$ cat config.mk
export PLATFORM = sky130hd
export DESIGN_NAME = spi_diag_slave
export DESIGN_NICKNAME = d
export VERILOG_FILES = /design/src/rtl/spi_diag_pkg.sv /design/src/rtl/spi_diag_sync.sv /design/src/rtl/spi_diag_store.sv /design/src/rtl/spi_diag_frame.sv /design/src/rtl/spi_diag_slave.sv
export SDC_FILE = /design/constraint.sdc
export NUM_CORES = 1
export LEC_CHECK = 0
export BUFFER_PORTS_ARGS = -buffer_cell sky130_fd_sc_hd__clkbuf_2
export CAP_MARGIN = 20
export CORE_MARGIN = 4
export CORE_UTILIZATION = 32
export DETAILED_ROUTE_END_ITERATION = 6
export MAX_ROUTING_LAYER = met4
export PLACE_DENSITY_LB_ADDON = 0.1
export SETUP_SLACK_MARGIN = 0.15
export SYNTH_ARGS = -nofsm -noshare
export SYNTH_HDL_FRONTEND = slang
export SYNTH_HIERARCHICAL = 1
export SYNTH_SLANG_ARGS = --single-unit
$ cat constraint.sdc
create_clock -name clk -period 3 [get_ports clk]
set_input_delay 0.15 -clock clk [delete_from_list [all_inputs] [get_ports clk]]
set_output_delay 0.15 -clock clk [all_outputs]
set_load 0.02 [all_outputs]
$ cat src/rtl/spi_diag_pkg.sv
package spi_diag_pkg;
  localparam int ADDR_W = 2;
  localparam int INSTR_W = 8;
  localparam logic [ADDR_W-1:0] CHIP_ADDR = 2'b00;
  localparam logic [INSTR_W-ADDR_W-1:0] OP_RD_DIAG = '0;
  localparam logic [INSTR_W-1:0] RD_INSTR = {CHIP_ADDR, OP_RD_DIAG};
  localparam logic [6:0] VERIFY_PAT = 7'b0101010;

  typedef enum logic [1:0] {
    CODE_OPEN = 2'b00,
    CODE_SUP  = 2'b01,
    CODE_GND  = 2'b10,
    CODE_OK   = 2'b11
  } out_code_e;
endpackage

$ cat src/rtl/spi_diag_sync.sv
module spi_diag_sync #(
  parameter int W = 4,
  parameter int STAGES = 2,
  parameter logic [W-1:0] RST_VAL = '0
) (
  input  logic         clk,
  input  logic         rst,
  input  logic [W-1:0] d,
  output logic [W-1:0] q
);
  logic [W-1:0] stg [STAGES];

  always_ff @(posedge clk) begin
    if (rst) begin
      for (int i = 0; i < STAGES; i++) stg[i] <= RST_VAL;
    end else begin
      stg[0] <= d;
      for (int i = 1; i < STAGES; i++) stg[i] <= stg[i-1];
    end
  end

  assign q = stg[STAGES-1];
endmodule

$ cat src/rtl/spi_diag_store.sv
module spi_diag_store
  import spi_diag_pkg::*;
#(
  parameter int N_OUT = 2,
  localparam int VIEW_W = 4 + 2*N_OUT
) (
  input  logic              clk,
  input  logic              rst,
  input  logic              clr,
  input  logic              uv,
  input  logic              f_ot,
  input  logic              f_scol,
  input  logic [N_OUT-1:0]  f_gnd,
  input  logic [N_OUT-1:0]  f_sup,
  input  logic [N_OUT-1:0]  f_open,
  output logic [VIEW_W-1:0] view
);
  logic             ot_q, scol_q;
  logic [N_OUT-1:0] gnd_q, sup_q, open_q;
  logic [2*N_OUT-1:0] codes;

  always_ff @(posedge clk) begin
    if (rst) begin
      ot_q   <= 1'b0;
      scol_q <= 1'b0;
      gnd_q  <= '0;
      sup_q  <= '0;
      open_q <= '0;
    end else begin
      ot_q   <= (ot_q & ~clr) | f_ot;
      scol_q <= (scol_q & ~clr) | f_scol;
      gnd_q  <= (gnd_q & {N_OUT{~clr}}) | f_gnd;
      sup_q  <= (sup_q & {N_OUT{~clr}}) | f_sup;
      open_q <= (open_q & {N_OUT{~clr}}) | f_open;
    end
  end

  for (genvar g = 0; g < N_OUT; g++) begin : g_code
    out_code_e c;
    always_comb begin
      if (scol_q)         c = CODE_OK;
      else if (gnd_q[g])  c = CODE_GND;
      else if (sup_q[g])  c = CODE_SUP;
      else if (open_q[g]) c = CODE_OPEN;
      else                c = CODE_OK;
    end
    assign codes[2*g +: 2] = c;
  end

  assign view = {~ot_q, ~scol_q, ~uv, 1'b1, (uv ? {2*N_OUT{1'b0}} : codes)};
endmodule

$ cat src/rtl/spi_diag_frame.sv
module spi_diag_frame
  import spi_diag_pkg::*;
#(
  parameter int FRAME_BITS = 16,
  localparam int BYTE_W = FRAME_BITS / 2
) (
  input  logic              clk,
  input  logic              rst,
  input  logic              mode_en,
  input  logic              csn_q,
  input  logic              sck_q,
  input  logic              sdi_q,
  input  logic [BYTE_W-1:0] diag_view,
  output logic              sdo,
  output logic              sdo_oe,
  output logic              rd_clear,
  output logic              frame_err,
  output logic              xfer_flag
);
  localparam int CNT_W = $clog2(FRAME_BITS + 2);
  localparam logic [CNT_W-1:0] CNT_FULL  = CNT_W'(FRAME_BITS);
  localparam logic [CNT_W-1:0] CNT_MAX   = '1;
  localparam logic [CNT_W-1:0] CNT_ADDR  = CNT_W'(ADDR_W - 1);
  localparam logic [CNT_W-1:0] CNT_INSTR = CNT_W'(BYTE_W - 1);

  logic csn_d, sck_d;
  logic csn_fall, csn_rise, sck_fall, sck_rise;
  logic active, addr_ok, addr_bad, bad_start, flag_sent;
  logic [CNT_W-1:0] cnt;
  logic [BYTE_W-1:0] shin, instr, next_byte;
  logic [FRAME_BITS-1:0] out_word;
  logic err_c;

  assign csn_fall  = csn_d & ~csn_q;
  assign csn_rise  = ~csn_d & csn_q;
  assign sck_fall  = sck_d & ~sck_q;
  assign sck_rise  = ~sck_d & sck_q;
  assign next_byte = {shin[BYTE_W-2:0], sdi_q};
  assign err_c     = bad_start | (cnt != CNT_FULL) | (instr != RD_INSTR);

  always_ff @(posedge clk) begin
    if (rst) begin
      csn_d <= 1'b1;
      sck_d <= 1'b0;
    end else begin
      csn_d <= csn_q;
      sck_d <= sck_q;
    end
  end

  always_ff @(posedge clk) begin
    if (rst || !mode_en) begin
      active    <= 1'b0;
      cnt       <= '0;
      shin      <= '0;
      instr     <= '1;
      addr_ok   <= 1'b0;
      addr_bad  <= 1'b0;
      bad_start <= 1'b0;
      flag_sent <= 1'b0;
      out_word  <= '1;
      sdo       <= 1'b1;
      sdo_oe    <= 1'b0;
      rd_clear  <= 1'b0;
      frame_err <= 1'b0;
      xfer_flag <= 1'b0;
    end else begin
      rd_clear  <= 1'b0;
      frame_err <= 1'b0;
      if (csn_fall) begin
        active    <= 1'b1;
        cnt       <= '0;
        bad_start <= sck_q;
        addr_ok   <= 1'b0;
        addr_bad  <= 1'b0;
        flag_sent <= 1'b0;
        instr     <= '1;
        out_word  <= {VERIFY_PAT, xfer_flag, {BYTE_W{1'b1}}};
        sdo_oe    <= 1'b0;
      end else if (active && csn_rise) begin
        active <= 1'b0;
        sdo_oe <= 1'b0;
        if (!addr_bad) begin
          if (err_c) begin
            xfer_flag <= 1'b1;
            frame_err <= 1'b1;
          end else begin
            rd_clear <= 1'b1;
            if (flag_sent) xfer_flag <= 1'b0;
          end
        end
      end else if (active) begin
        if (sck_rise) begin
          out_word <= {out_word[FRAME_BITS-2:0], 1'b1};
          if (addr_ok) begin
            sdo_oe <= 1'b1;
            sdo    <= out_word[FRAME_BITS-1];
            if (cnt == CNT_INSTR) flag_sent <= 1'b1;
          end
        end
        if (sck_fall) begin
          if (cnt != CNT_MAX) cnt <= cnt + 1'b1;
          shin <= next_byte;
          if (cnt == CNT_ADDR) begin
            addr_ok  <= (next_byte[ADDR_W-1:0] == CHIP_ADDR);
            addr_bad <= (next_byte[ADDR_W-1:0] != CHIP_ADDR);
          end
          if (cnt == CNT_INSTR && addr_ok) begin
            instr <= next_byte;
            out_word[FRAME_BITS-1 -: BYTE_W] <= (next_byte == RD_INSTR) ? diag_view : '1;
          end
        end
      end
    end
  end
endmodule

$ cat src/rtl/spi_diag_slave.sv
module spi_diag_slave
  import spi_diag_pkg::*;
#(
  parameter int SYNC_STAGES = 2,
  parameter int FRAME_BITS = 16,
  parameter int N_OUT = 2
) (
  input  logic             clk,
  input  logic             rst,
  input  logic             diag_mode_spi,
  input  logic             spi_cs_n,
  input  logic             spi_sclk,
  input  logic             spi_mosi,
  output logic             spi_miso,
  output logic             spi_miso_oe,
  input  logic             drv_enable,
  input  logic             drv_disable,
  input  logic             supply_uv,
  input  logic             flt_otemp,
  input  logic             flt_load_short,
  input  logic [N_OUT-1:0] flt_gnd_short,
  input  logic [N_OUT-1:0] flt_sup_short,
  input  logic [N_OUT-1:0] flt_open
);
  localparam int BYTE_W = FRAME_BITS / 2;
  localparam int N_SYNC = 6;

  logic [N_SYNC-1:0] sync_q;
  logic csn_s, sck_s, sdi_s, en_s, dis_s, uv_s;
  logic en_d, dis_d;
  logic rd_clear, frame_err, xfer_flag, diag_clear;
  logic [BYTE_W-1:0] diag_view;

  spi_diag_sync #(
    .W(N_SYNC), .STAGES(SYNC_STAGES), .RST_VAL(6'b010001)
  ) u_sync (
    .clk(clk), .rst(rst),
    .d({supply_uv, drv_disable, drv_enable, spi_mosi, spi_sclk, spi_cs_n}),
    .q(sync_q)
  );

  assign {uv_s, dis_s, en_s, sdi_s, sck_s, csn_s} = sync_q;

  always_ff @(posedge clk) begin
    if (rst) begin
      en_d  <= 1'b0;
      dis_d <= 1'b1;
    end else begin
      en_d  <= en_s;
      dis_d <= dis_s;
    end
  end

  assign diag_clear = rd_clear | (en_s & ~en_d) | (~dis_s & dis_d);

  spi_diag_store #(.N_OUT(N_OUT)) u_store (
    .clk(clk), .rst(rst), .clr(diag_clear), .uv(uv_s),
    .f_ot(flt_otemp), .f_scol(flt_load_short),
    .f_gnd(flt_gnd_short), .f_sup(flt_sup_short), .f_open(flt_open),
    .view(diag_view)
  );

  spi_diag_frame #(.FRAME_BITS(FRAME_BITS)) u_frame (
    .clk(clk), .rst(rst), .mode_en(diag_mode_spi),
    .csn_q(csn_s), .sck_q(sck_s), .sdi_q(sdi_s),
    .diag_view(diag_view),
    .sdo(spi_miso), .sdo_oe(spi_miso_oe),
    .rd_clear(rd_clear), .frame_err(frame_err), .xfer_flag(xfer_flag)
  );
endmodule

; Word level (Yosys, flattened, before mapping)
; Memories as Yosys holds them, arrays and structs flattened.
; Index checks and enable logic that the tools add are counted.
[totals]
word_cells = 115
out_inout_bits = 2
n_memories = 1
ff_bits = 49
ram_bits = 12
[op_classes]
n_reduce_logical = 24
n_bitwise = 35
eq_ne = 5
addsub = 1
mux = 26
[mem_list]
columns = name, words, width, read_ports, rd_clocked_by_memory_dff, wr, line
row1 = u_sync.stg, 2, 6, 2, 0, 2, spi_diag_sync.sv:11  ; logic [W-1:0] stg [STAGES];
[op_table]
columns = op, n
row1 = $mux W16, 4
row2 = $mux W8, 3
row3 = $reduce_and A4 Y1, 5
row4 = $mux W2, 8
row5 = $not A1 Y1, 13
row6 = $mux W6, 2
row7 = $ne A5 B5 Y1 const B, 2
row8 = $reduce_and A5 Y1, 2
row9 = $and A1 B1 Y1, 8
row10 = $logic_not A8 Y1, 1
row11 = $mux W1, 8
row12 = $or A1 B1 Y1, 8
row13 = $reduce_bool A2 Y1, 4
row14 = $reduce_bool A8 Y1, 1
row15 = $and A2 B2 Y2, 3
row16 = $or A2 B2 Y2, 3
row17 = $add A5 B1 Y5 const B, 1
row18 = $eq A5 B1 Y1 const B, 1
row19 = $eq A5 B3 Y1 const B, 1
row20 = $mux W4, 1
row21 = $reduce_and A2 Y1, 2
row22 = $reduce_or A4 Y1, 1
row23 = $reduce_and A3 Y1, 1
row24 = $reduce_or A3 Y1, 1
row25 = 6 further kinds, 7

; Longest topological paths before layout
; Gate-level depths: netlist (run 1).
[logic_depth]
word_depth = 11
mapped_depth = 6
depth_no_buf = 6

; By module
; The synthesis (run 1) kept the hierarchy.
[by_module_without_submodules]
columns = mod, cells_each, seq_area_each_um2, n_inst, area_each_um2
row1 = spi_diag_frame, 197, 800.8, 1, 1829.3
row2 = spi_diag_sync, 31, 240.2, 1, 372.9
row3 = spi_diag_store, 46, 160.2, 1, 364.1
row4 = spi_diag_slave, 7, 40.0, 1, 70.1

; Worst setup path after synthesis (run 1)
; Ideal clock, no wire load.
[synth_timing]
path_kind = reg2reg
startpoint = register u_frame.cnt[0]
endpoint = register u_frame.cnt[3]
n_path_buf = 0
period_less_slack_ps = 1650
slack_ps = 1350
arrival_ps = 1579
path_stages_with_launch = 7
setup_time_ps = 71
cell_sequence = dfxtp_1 > ha_1 > and3_2 > ha_1 > nand4b_4 > or3_1 > a21oi_1
[synth_via]
elab_chain_cells = 2
elab_cells_between_ends = 3
[synth_lines]
columns = element, line
row1 = start: declaration, spi_diag_frame.sv:29  ; logic [CNT_W-1:0] cnt;
row2 = start signal: assignment, spi_diag_frame.sv:102  ; if (cnt != CNT_MAX) cnt <= cnt + 1'b1;
row3 = "parallel branches: the longest is 2 deep, another holds $add A5 B1 Y5", --
; Parallel ways; which one is timed is not known.
; A chain may end at the register's enable or synchronous reset.

; Worst setup path after layout (run 1)
[layout_timing]
startpoint = register u_frame.csn_d
endpoint = register u_frame.addr_bad
[layout_via]
elab_chain_cells = 5
elab_cells_between_ends = 7
[layout_lines]
columns = element, line
row1 = start: declaration, spi_diag_frame.sv:26  ; logic csn_d, sck_d;
row2 = start signal: assignment, spi_diag_frame.sv:46  ; csn_d <= csn_q;
row3 = $not A1 Y1, spi_diag_frame.sv:35  ; assign csn_rise = ~csn_d & csn_q;
row4 = $and A1 B1 Y1, spi_diag_frame.sv:35
row5 = $logic_and A1 B1 Y1, spi_diag_frame.sv:80  ; end else if (active && csn_rise) begin
row6 = $not A1 Y1 (no line), --
row7 = $reduce_and A4 Y1 (no line), --
row8 = end signal: assignment, spi_diag_frame.sv:106  ; addr_bad <= (next_byte[ADDR_W-1:0] != CHIP_ADDR);
row9 = end: declaration, spi_diag_frame.sv:28  ; logic active, addr_ok, addr_bad, bad_start, flag_sent;
; Several ways; a longest one is shown, not always the timed one.

==> metrics, run 1 <==
n_diodes 0; Placement Cell Area 0.00274 mm²; R2R cell count 4; Worst-path clk slew 0.07 ns; postcts setup bufs 0; YS warnings 6; syn avg cell area 9.35 µm²; status finished clean; crit path time final 1.88 ns; Filler cells 824; layout cells sized above 1 15.9%; Worst Setup End Kind register; Die Width around 98 µm; first-pass GRT wire length 9.07 mm; CTS root buffer clkbuf_8; Mapped Area between 0.002 and 0.003 mm²; Clock Skew 0.00727 ns; fin util 38.5%; Routed wire per std cell 13.0 µm; Power Dens Cells just over 600 mW/mm²; crit share post-route between 60 and 70%; Die ar. 0.00966 mm²; Post-Route WL 5.24 mm; Max IR drop VDD 0.256 mV; Worst Path Arrival 2.10 ns; final number of setup-violating endpoints 0; First-pass DRT Iterations 4; RePlAce Congestion 0.740; initial antenna violation count 0; IO Port Bufs 18; Critical Path Source u_frame/csn_d; launch point of the worst reg-to-reg path u_frame/csn_d; WP data required ~3.2 ns; Hold Slack 0.0211 ns; FF-to-FF End u_frame/addr_bad; syn_nets 300; I/O pin total 19; initial DRC count 98; R2R setup slack about 1.1 ns; routed vias 1,874; Synth Instances 279; clock buffer count from CTS 9; CP max stage delay 0.54 ns; largest net degree at the start of global routing 27; CP Max Fanout 13; global route total overflow 0; RSZ-0062 raised after global routing no; startpoint types register; TNS Setup 0 ns; post-DP HPWL 3.70 mm; max cap viols 0; Max Clk Rate 0.533 GHz; Leak 1.38 nW; Post-route DRC 0; vias in the first global route 1,777; num rows 32; Critical Path End u_frame/addr_bad; Initial Utilization 33.3%; vias per cell 4.65; final non-filler cell area approximately 0.0030 mm²; clock sink total 61; Worst Hold Class in2reg; Die Y between 90 and 100 µm; # nets final 317; critical path type reg2reg; H-tree Lvls 3; clock insertion delay at the later pin of the skew report around 0.33 ns; CP max-delay cell nand2b_1; Slew Limit Fails 0; Slew @ Worst Pin 0.643 ns; clock buffer depth 2; Routed Antenna Nets 0; critical path, cell by cell nand2b_1 > nand4_1 > or3_1 > and3_1; slew margin rel. between 50% and 60%; core region area 0.00785 mm²; endpoints failing hold 0; gr usage total 12.1%; CTS tree done; P&R area growth vs syn 15.7%
-- repair_timing --
action / in CTS / in global routing
endpoints found under the hold margin: 2 / 0
gates resized for setup: 0 / 0
hold buffers: 2 / 0
-- per-layer routing --
layer	GRT usage, %	part of all wire [%]	vias up
met5	-	0	-
met4	4.10	1.1	0
met3	4.43	3.5	6
met2	15.2	41	24
met1	17.4	54	866
li1	-	-	978
-- state kept, by name, summed over array words and instances, names as in the netlist, 2 cells and up --
name	flops
u_store/open_q	2
u_frame/instr	8
u_frame/cnt	5
u_store/sup_q	2
u_store/gnd_q	2
u_frame/out_word	8
u_sync/stg	12
u_frame/shin	7
-- stage by stage --
step | instances | worst slack, ns | total power, mW
after floorplan | 279 | 1.35 | 0.921
after global placement | 385 | 1.16 | 0.944
after detailed placement | 385 | 1.15 | 0.944
after CTS | 403 | 1.14 | 1.89
after global routing | 403 | 0.922 | 1.94
final | 403 | 1.12 | 1.86
-- worst max-delay path: cells and delay by family (launching register included) --
| kind | cells | cell delay, ns |
|---|---|---|
| and+or+nand+nor | 4 | 1.42 |
| DFF | 1 | 0.36 |
-- layout by cell type (no fill, tap or decap), types with 4 or more instances in the layout --
cell / n
dfxtp_1: 61
nand2_1: 29
inv_1: 21
nor2_1: 19
clkbuf_2: 18
mux2i_1: 18
nand2b_1: 16
a21oi_1: 15
nor2b_1: 12
clkbuf_8: 12
nand4_1: 8
a221o_1: 6
a31oi_1: 4
ha_1: 4
or2_1: 4
-- power breakdown --
group	leakage (nW)	internal, mW	switching (mW)	total, mW
Combinational	0.748	0.0396	0.0438	0.0834
Sequential	0.498	0.829	0.0137	0.843
Clock	0.130	0.621	0.310	0.931
-- cell type report --
| type | count | area, µm² | area share, % |
|---|---|---|---|
| Clock buffer | 13 | 169 | 5.59 |
| Clock inverter | 3 | 90.1 | 2.98 |
| Inverter | 22 | 82.6 | 2.74 |
| Multi-Input combinational cell | 179 | 1200 | 39.6 |
| Sequential cell | 61 | 1220 | 40.4 |
| Tap cell | 102 | 128 | 4.23 |
| Timing Repair Buffer | 23 | 133 | 4.39 |
-- worst min-delay path by stage --
stage / cells past startpoint / start / end / slack [ns]
5_1_grt: 2 / supply_uv / u_sync/stg[0][5] / 0.008
4_1_cts: 3 / flt_open[1] / u_store/open_q[1] / 0.007
6_report: 3 / flt_open[0] / u_store/open_q[0] / 0.02
3_5_place_dp: 2 / drv_disable / u_sync/stg[0][4] / 0.33
3_3_place_gp: 2 / drv_disable / u_sync/stg[0][4] / 0.33
2_1_floorplan: 1 / rst / en_d / 0.22
Note: power is estimated with default switching activity, not from simulation.
==> inputs of run 2 (changes only) <==
--- a/config.mk
+++ b/config.mk
@@ -5,6 +5,7 @@
 export SDC_FILE = /design/constraint.sdc
 export NUM_CORES = 1
 export LEC_CHECK = 0
+export ABC_AREA = 1
 export BUFFER_PORTS_ARGS = -buffer_cell sky130_fd_sc_hd__clkbuf_2
 export CAP_MARGIN = 20
 export CORE_MARGIN = 4
==> constraint.sdc (replaced) <==
create_clock -name clk -period 1.95 [get_ports clk]
set_input_delay 0.0975 -clock clk [delete_from_list [all_inputs] [get_ports clk]]
set_output_delay 0.0975 -clock clk [all_outputs]
set_load 0.02 [all_outputs]
==> run 2 against run 1 <==
  * Cell count up 39%
  * Critical path depth increased by 3
  * Register-to-register slack got worse by 0.76 ns
  * Sequential share of layout area fell by 4.1 points
  * Sequential cell count unchanged
  * Clock skew increased by 0.0066 ns
  * Routed wire length up 16%
  * First-iteration DRC count up 79%
  * Synthesized area grew 9.7%
  * Highest routed layer unchanged
  * Core utilization rose by 0.078 points
  * Combinational power rose by 100%
==> metrics, run 2 <==
status finished clean; IO Port Bufs 18; I/O pin total 19; Filler cells between 900 and 1,000; Power Dens Cells a little over 800 mW/mm²; biggest regs u_sync/stg x12, u_frame/instr x8, u_frame/out_word x8; Max Clk Rate 0.631 GHz; Worst Setup End Kind register; Slew Limit Fails 0; Largest register FFs 12; YS warnings 6; CTS tree done; crit share post-route 81.3%; NetSw ~650 µW; P&R area growth vs syn 17.4%; Seq pwr share 47.7%; Switching Share 23.7%; Routed Antenna Nets 0; Critical Path Source u_frame/cnt[0]; pre-CTS setup slack 0.384 ns; max cap viols 0; post-DP HPWL about 4.4 mm; TNS Setup 0 ns; initial antenna violation count 0; most frequent cells in the layout nand2_1, nor2_1, inv_1, dfxtp_1, nand3_1; final number of setup-violating endpoints 0; WP data required 2.22 ns; first-pass GRT wire length 10.6 mm; vias in the first global route 2,160; syn avg cell area 6.90 µm²; critical path type reg2reg; clock buffer depth 2; Final WS setup 0.365 ns; Mapped Area 0.00286 mm²; Reg with most FFs u_sync/stg; Worst-path clk slew around 0.08 ns; Max IR drop VDD 0.344 mV; most common cell after layout, fill and taps aside nand2_1; clock buffer count from CTS 9; global route total overflow 0; n_diodes 0; postcts setup bufs 0; routed vias 2,370; # nets final 468; vias per cell 4.23; First-pass DRT Iterations 4; Die ar. 0.0105 mm²; Worst Hold Class in2reg; RSZ-0062 raised after global routing no; gr usage total 13.5%; Routed wire per std cell between 10 and 15 µm; Post-Route WL 6.10 mm; crit path time final approximately 1.6 ns; Worst Path Arrival 1.86 ns; num rows 34; RePlAce Congestion 0.779; CP Max Fanout 8; R2R setup slack between 0.3 and 0.4 ns; Cell Count, Final, Fillers Out 560; Comb power frac 6.2%; layout cells sized above 1 between 10% and 20%; Die Y 103 µm; HP Start diag_mode_spi; largest net degree at the start of global routing 22; initial DRC count around 180; startpoint types register; Int Power 2.07 mW; clock insertion delay at the later pin of the skew report 0.34 ns; Die Width between 100 and 150 µm; syn_nets 436; Synth Instances 415; Clk pwr share around 46%; clock sink total 61; DP Cell Count 530; CTS root buffer clkbuf_8; endpoints failing hold 0; Leak around 1.7 nW; core region area between 0.008 and 0.009 mm²; Clock Skew about 0.014 ns; launch point of the worst reg-to-reg path u_frame/cnt[0]; H-tree Lvls 3; Post-route DRC 0; Initial Utilization 32.8%
==> run 2: worst paths after layout <==
path,to,cells after the start
max,u_frame/instr[4],7
min,u_frame/active,3
max reg2reg,u_frame/instr[4],7
min reg2reg,u_sync/stg[0][10],2
==> run 2: timing repair <==
| item | CTS | global route |
|---|---|---|
| hold buffers | 14 | 0 |
| resized for setup | 0 | 0 |
| endpoints found under the hold margin | 14 | 0 |
==> run 2: final cells by class <==
cell class              instances  area (µm²)  area share, %
clock inverters                 7        97.6           2.90
multi-input cells             269        1260           37.6
flip-flops and latches         61        1220           36.3
clock buffers                   9         124           3.68
inverters                      71         269           8.00
well taps                     108         135           4.02
repair buffers                 35         253           7.52
==> run 2: critical path: stages (launching register included) <==
cell	delay (ns)
dfxtp_1	0.44
ha_1	0.23
nand2_2	0.08
nor2_1	0.22
nand2_2	0.16
nor2_4	0.23
nand2_1	0.09
nand3_1	0.07
==> run 2: metal layers <==
metal | vias to the layer above | global-route usage, % | wire length, µm
met3 | 8 | 3.04 | 204
met4 | 0 | 6.36 | 56
met5 | - | - | 0
met2 | 42 | 19.5 | 2650
li1 | 1313 | - | -
met1 | 1007 | 17.8 | 3190
==> run 2: per-stage QoR <==
stage / total power, mW / cell area (µm²) / hold WS (ns) / utilization [%]
2_1_floorplan: 1.44 / 2860 / 0.169 / -
3_3_place_gp: 1.47 / 3000 / 0.279 / 34.4
3_5_place_dp: 1.47 / 3000 / 0.279 / 34.4
4_1_cts: 2.76 / 3360 / 0.157 / 38.6
5_1_grt: 2.86 / 3360 / 0.155 / 38.6
6_report: 2.72 / 3360 / 0.170 / 38.6
==> run 2: power groups by stage <==
stage          clock network [mW]  logic (mW)  registers (mW)
2_1_floorplan                   0       0.122            1.32
3_3_place_gp                    0       0.149            1.33
3_5_place_dp                    0       0.149            1.33
4_1_cts                      1.29       0.171            1.30
5_1_grt                      1.36       0.199            1.30
6_report                     1.25       0.169            1.30
